[src/rtl/can_ser_pkg.sv]
package can_ser_pkg;
  localparam logic [7:0] WR_FIFO_OP = 8'h12;
  localparam logic [7:0] TAG_BYTE   = 8'h00;
  localparam logic [1:0] SRR_IDE    = 2'b11;
  localparam int         ID_W       = 29;
  localparam int         STD_HDR    = 5;   // opcode, tag, 2 id, length
  localparam int         EXT_HDR    = 7;   // opcode, tag, 4 id, length
  typedef logic [7:0] byte_t;
endpackage

[src/rtl/can_ser_pack.sv]
module can_ser_pack
  import can_ser_pkg::*;
#(
  parameter int DATA_BYTES = 8,
  parameter int LEN_W      = 4,
  parameter int BUF_BYTES  = DATA_BYTES + EXT_HDR,
  parameter int CNT_W      = $clog2(BUF_BYTES + 1)
) (
  input  logic                    ext_i,
  input  logic                    rtr_i,
  input  logic [ID_W-1:0]         id_i,
  input  logic [LEN_W-1:0]        len_i,
  input  logic [8*DATA_BYTES-1:0] data_i,
  output byte_t                   bytes_o [BUF_BYTES],
  output logic [CNT_W-1:0]        nbytes_o
);
  localparam logic [LEN_W-1:0] LEN_MAX = LEN_W'(DATA_BYTES);

  logic [LEN_W-1:0] len_c;
  byte_t            len_byte;

  always_comb begin
    len_c    = (len_i > LEN_MAX) ? LEN_MAX : len_i;
    len_byte = byte_t'(len_c);
    nbytes_o = (ext_i ? CNT_W'(EXT_HDR) : CNT_W'(STD_HDR)) + CNT_W'(len_c);
  end

  for (genvar j = 0; j < BUF_BYTES; j++) begin : g_slot
    localparam int SI = j - STD_HDR;
    localparam int EI = j - EXT_HDR;
    byte_t std_b, ext_b;
    if (j == 0) begin : g_op
      assign std_b = WR_FIFO_OP;
      assign ext_b = WR_FIFO_OP;
    end else if (j == 1) begin : g_tag
      assign std_b = TAG_BYTE;
      assign ext_b = TAG_BYTE;
    end else if (j == 2) begin : g_id0
      assign std_b = id_i[10:3];
      assign ext_b = id_i[28:21];
    end else if (j == 3) begin : g_id1
      assign std_b = {id_i[2:0], rtr_i, 4'b0000};
      assign ext_b = {id_i[20:18], SRR_IDE, id_i[17:15]};
    end else begin : g_tail
      if (j == STD_HDR - 1) begin : g_slen
        assign std_b = len_byte;
      end else if (SI >= 0 && SI < DATA_BYTES) begin : g_sdat
        assign std_b = data_i[SI*8 +: 8];
      end else begin : g_spad
        assign std_b = 8'h00;
      end
      if (j == 4) begin : g_id2
        assign ext_b = id_i[14:7];
      end else if (j == 5) begin : g_id3
        assign ext_b = {id_i[6:0], rtr_i};
      end else if (j == EXT_HDR - 1) begin : g_elen
        assign ext_b = len_byte;
      end else if (EI >= 0 && EI < DATA_BYTES) begin : g_edat
        assign ext_b = data_i[EI*8 +: 8];
      end else begin : g_epad
        assign ext_b = 8'h00;
      end
    end
    assign bytes_o[j] = ext_i ? ext_b : std_b;
  end
endmodule

[src/rtl/can_ser_stream.sv]
module can_ser_stream
  import can_ser_pkg::*;
#(
  parameter int BUF_BYTES = 15,
  parameter int CNT_W     = $clog2(BUF_BYTES + 1),
  parameter int IDX_W     = $clog2(BUF_BYTES)
) (
  input  logic             clk,
  input  logic             rst,
  input  logic             load_i,
  input  byte_t            bytes_i [BUF_BYTES],
  input  logic [CNT_W-1:0] nbytes_i,
  input  logic             out_ready,
  output logic             out_valid,
  output byte_t            out_byte,
  output logic             out_last
);
  byte_t            buf_q [BUF_BYTES];
  logic [CNT_W-1:0] total_q;
  logic [CNT_W-1:0] idx_q;

  // Frame buffer: plain write port, no reset, so it can map to RAM.
  always_ff @(posedge clk) begin
    if (load_i) begin
      for (int b = 0; b < BUF_BYTES; b++) buf_q[b] <= bytes_i[b];
    end
  end

  always_ff @(posedge clk) begin
    if (rst) begin
      out_valid <= 1'b0;
      out_byte  <= '0;
      out_last  <= 1'b0;
      idx_q     <= '0;
      total_q   <= '0;
    end else if (load_i) begin
      out_valid <= 1'b1;
      out_byte  <= bytes_i[0];
      out_last  <= 1'b0;
      idx_q     <= CNT_W'(1);
      total_q   <= nbytes_i;
    end else if (out_valid && out_ready) begin
      if (out_last) begin
        out_valid <= 1'b0;
        out_last  <= 1'b0;
      end else begin
        out_byte <= buf_q[idx_q[IDX_W-1:0]];
        out_last <= (idx_q == total_q - CNT_W'(1));
        idx_q    <= idx_q + CNT_W'(1);
      end
    end
  end


  stall_hold_chk: assert property (@(posedge clk) disable iff (rst)
    (out_valid && !out_ready && !load_i) |=> (out_valid && $stable(out_byte) && $stable(out_last)));


  last_ends_chk: assert property (@(posedge clk) disable iff (rst)
    (out_valid && out_ready && out_last && !load_i) |=> !out_valid);


  idx_bound_chk: assert property (@(posedge clk) disable iff (rst)
    out_valid |-> (idx_q <= total_q));
endmodule

[src/rtl/can_fifo_serializer.sv]
module can_fifo_serializer
  import can_ser_pkg::*;
#(
  parameter int DATA_BYTES = 8,
  parameter int LEN_W      = 4
) (
  input  logic                    clk,
  input  logic                    rst,
  input  logic                    in_valid,
  output logic                    in_ready,
  input  logic                    in_ext,
  input  logic                    in_rtr,
  input  logic [28:0]             in_id,
  input  logic [LEN_W-1:0]        in_len,
  input  logic [8*DATA_BYTES-1:0] in_data,
  output logic                    out_valid,
  input  logic                    out_ready,
  output logic [7:0]              out_byte,
  output logic                    out_last
);
  localparam int BUF_BYTES = DATA_BYTES + EXT_HDR;
  localparam int CNT_W     = $clog2(BUF_BYTES + 1);

  byte_t            frame_bytes [BUF_BYTES];
  logic [CNT_W-1:0] frame_len;
  logic             load;

  assign in_ready = !out_valid;
  assign load     = in_valid && in_ready;

  can_ser_pack #(
    .DATA_BYTES(DATA_BYTES), .LEN_W(LEN_W),
    .BUF_BYTES(BUF_BYTES), .CNT_W(CNT_W)
  ) u_pack (
    .ext_i(in_ext), .rtr_i(in_rtr), .id_i(in_id), .len_i(in_len),
    .data_i(in_data), .bytes_o(frame_bytes), .nbytes_o(frame_len)
  );

  can_ser_stream #(
    .BUF_BYTES(BUF_BYTES), .CNT_W(CNT_W)
  ) u_stream (
    .clk(clk), .rst(rst), .load_i(load), .bytes_i(frame_bytes),
    .nbytes_i(frame_len), .out_ready(out_ready), .out_valid(out_valid),
    .out_byte(out_byte), .out_last(out_last)
  );


  opcode_first_chk: assert property (@(posedge clk) disable iff (rst)
    load |=> (out_valid && out_byte == WR_FIFO_OP && !out_last));


  busy_block_chk: assert property (@(posedge clk) disable iff (rst)
    out_valid |-> !in_ready);


  free_again_chk: assert property (@(posedge clk) disable iff (rst)
    (out_valid && out_ready && out_last) |=> in_ready);
endmodule

[config.mk]
export PLATFORM = sky130hd
export DESIGN_NAME = can_fifo_serializer
export DESIGN_NICKNAME = d
export VERILOG_FILES = /design/src/rtl/can_ser_pkg.sv /design/src/rtl/can_ser_pack.sv /design/src/rtl/can_ser_stream.sv /design/src/rtl/can_fifo_serializer.sv
export SDC_FILE = /design/constraint.sdc
export NUM_CORES = 1
export LEC_CHECK = 0
export ABC_AREA = 1
export BUFFER_PORTS_ARGS = -buffer_cell sky130_fd_sc_hd__buf_4
export CAP_MARGIN = 40
export CORE_MARGIN = 5
export CORE_UTILIZATION = 50
export DETAILED_ROUTE_END_ITERATION = 8
export MAX_ROUTING_LAYER = met4
export PLACE_DENSITY = 0.73
export SYNTH_ARGS = -nofsm -noshare
export SYNTH_HDL_FRONTEND = slang
export SYNTH_SLANG_ARGS = --single-unit
[constraint.sdc]
create_clock -name clk -period 10.9 [get_ports clk]
set_input_delay 2.18 -clock clk [delete_from_list [all_inputs] [get_ports clk]]
set_output_delay 2.18 -clock clk [all_outputs]
set_load 0.005 [all_outputs]
==> flow_summary.toml <==
[run_status]
status = "finished clean"

[synth]
syn_nets = 882
synth_top_family_by_area = "simple AND/OR/NAND/NOR gates"
synthSimpleGateAreaFrac_pct = 28.1
avgSynthCellArea_um2 = 8.13
synth_compound_area_share_pct = 5.82
muxShareOfSynthArea_pct = 0
ys_seq_area_share_pct = 55.3
netlist_instances = 775
synth_warnings = 0
synth-seq-cells = 122
synthAdderAreaFrac_pct = 0.913
netlist_area_um2 = 6300
synthXorXnorAreaFrac_pct = 0.834
synth_cell_types = 35

[timing]
skew_ns = 0.00883
layout_min_cycle_time_ns = 3.90
setup_tns_ns = 0
hold_viol_final = 0
setup_viol = 0
worst_slew_pin_slew_ns = 0.908
drv_slew = 0
maxSlewHeadroom_pct = 39.4
rsz0062_at_grt = "no"
period_share_pct = 35.8
hold_slack_ns = 0.483
max_freq_mhz = 256

[grt]
overflow = 0
grt_pass1_wl_mm = 25.1
grt_max_degree = 77
antenna_found_initial = 0
track_usage_pct = 22.6
grt_pass1_vias = 5169

[worst_setup_path]
crit_fanout = 63
start_kind = "primary input"
critical_path.most_common_cell = "buf_4"
crit_arrival_ns = 4.16
path_cells = "buf_4 > inv_1 > nor2_4 > buf_4 > buf_4 > nor2_2 > inv_1 > a211oi_1"
crit_family = "buffers and inverters"
crit_cells = 8
worstSetupEndpointType = "register"
slowest_delay_ns = 0.75
slowest_stage = "buf_4"
reg2reg_depth = 6
crit_buf_inv = 5
worstPathRequired_ns = 11.15
worstSetupPathType = "in -> reg"

[layout]
drive_gt1_share_pct = 17.8
fillers = 1097
finalNetCount = 981
antennaDiodeCount = 0
areaGrowthSynthToFinish_pct = 22.6

[detailed_routing]
vias_per_cell = 4.98
wl_per_cell_um = 14.8
drc = 0
drtIter0Drc = 529
dr_total_vias = 5267
wirelength_mm = 15.7
dr.pass1.iters = 5
final_antenna_net_count = 0

[clock_tree]
clk_latency_ns = 0.41
htree_levels = 4
cts_made_buffers = 17
cts_resized = 0
cts.clk_slew.worst_paths_ns = 0.05
cts_root_buffer = "clkbuf_16"
cts_setup_buffers = 0
tritoncts = "done"
cts_sinks = 122
clk_path_buf_depth = 2
holdBufCountCts = 0

[pwr]
peakVddDrop_v = 0.000104
p_leak_nw = 3.73
power.density_nw_per_um2 = 156

[placed_design]
post-dp-hpwl_mm = 10.5
port_buffers = 113
gp_congestion = 0.849

[hold_path]
hp-class = "reg -> reg"
min_path_cells = 1

[die]
die_x_um = 122
start_util_pct = 50.6
rows = 41
die_h_um = 122
io_pins = 114
design.core.area_um2 = 12500
die_area_um2 = 15000

[flow_run]
max-cap-violations = 0
## state kept, by name, indices dropped and copies added, names as in the netlist
register	cells
u_stream.out_byte	8
u_stream.out_last	1
u_stream.idx_q	4
u_stream.total_q	4
u_stream.buf_q	104
u_stream.out_valid	1
## cell families (layout without fill, tap and decap cells)
kind of cell / Yosys count / in the layout
AOI/OAI and AO/OA: 66 / 66
xor gates and xnor gates: 6 / 6
adders and majority gates: 4 / 4
buffers and inverters: 131 / 242
DFF: 122 / 122
and+or+nand+nor: 446 / 446
## synth_stat cells, drive strengths merged
cell type    n  share of area, %
a211oi       1              0.12
a21boi       1              0.12
a21oi       23               1.8
a221oi       1              0.14
a31oi        2              0.20
a32o         1              0.16
buf         26               2.8
clkbuf      14              0.83
dfxtp       18               5.7
edfxtp     104                50
fa           1              0.32
ha           3              0.60
inv         91               5.4
nand2      357                21
nand3       41               3.3
nand3b       2              0.24
nand4        2              0.20
nor2        36               2.3
nor3         4              0.40
nor4         1             0.099
o211ai       3              0.36
o21a         3              0.36
o21ai       27               2.1
o22ai        4              0.40
or2          3              0.30
xnor2        5              0.69
xor2         1              0.14
## report_power, final
group	switching (mW)	internal (mW)	leakage [nW]
combinational	0.0895	0.0614	2.33
clock	0.190	0.309	0.247
sequential	0.00912	0.543	1.15
total	0.289	0.913	3.73
## routing by layer
layer	track usage [%]	share of wire (%)	wire length, um	vias up
li1	-	-	-	2660
met1	28.8	43	6670	2401
met2	36.0	49	7730	184
met3	4.70	6.2	966	22
met4	7.98	2.0	313	0
met5	-	0	0	-
## cells in the final DEF (no fill, tap or decap), types with 3 or more instances in the layout
master / n
inv_1: 86
xnor2_1: 5
edfxtp_1: 104
inv_2: 5
dfxtp_1: 18
clkinvlp_4: 3
nor3_1: 3
or2_2: 3
clkbuf_16: 17
o22ai_1: 4
nand3_1: 41
clkinv_2: 4
o21ai_0: 25
o21a_1: 3
clkbuf_1: 5
a21oi_1: 23
buf_4: 119
ha_1: 3
o211ai_1: 3
nand2_1: 356
nor2_1: 33
## worst reg2reg max path, delay by kind of cell (launching register included)
kind	cells	cell delay, ns
flip-flops	1	0.36
AO/OA/AOI/OAI	1	0.07
AND/OR/NAND/NOR	2	0.33
buffers and inverters	3	1.48
## path summary, 6_finish.rpt
| path | startpoint | to | slack, ns |
|---|---|---|---|
| worst max-delay path | in_valid | u_stream.idx_q[1] | 7.00 |
| worst min-delay path | u_stream.total_q[3] | u_stream.total_q[3] | 0.48 |
| worst max register to register | u_stream.out_valid | u_stream.idx_q[1] | 8.51 |
| worst min register to register | u_stream.total_q[3] | u_stream.total_q[3] | 0.48 |
## layout make-up
| cell class | count | area, um^2 | area share (%) |
|---|---|---|---|
| Timing Repair Buffer | 120 | 913 | 11.8 |
| Clock buffer | 22 | 444 | 5.75 |
| Inverter | 91 | 342 | 4.42 |
| Multi-Input combinational cell | 522 | 2250 | 29.2 |
| Tap cell | 172 | 215 | 2.78 |
| Sequential cell | 122 | 3480 | 45.1 |
| Clock inverter | 9 | 76.3 | 0.988 |
## metrics by stage
stage / cell area [um^2] / utilization (%) / instances / total power [mW] / setup slack [ns]
after global placement: 7190 / 57.7 / 1026 / 0.708 / 6.63
final: 7730 / 62.0 / 1058 / 1.20 / 7.00
after detailed placement: 7210 / 57.8 / 1027 / 0.712 / 6.63
after global routing: 7730 / 62.0 / 1058 / 1.25 / 6.83
after CTS: 7730 / 62.0 / 1058 / 1.21 / 7.03
after floorplan: 6300 / - / 775 / 0.654 / 3.22
(Power assumes the default switching activity.)
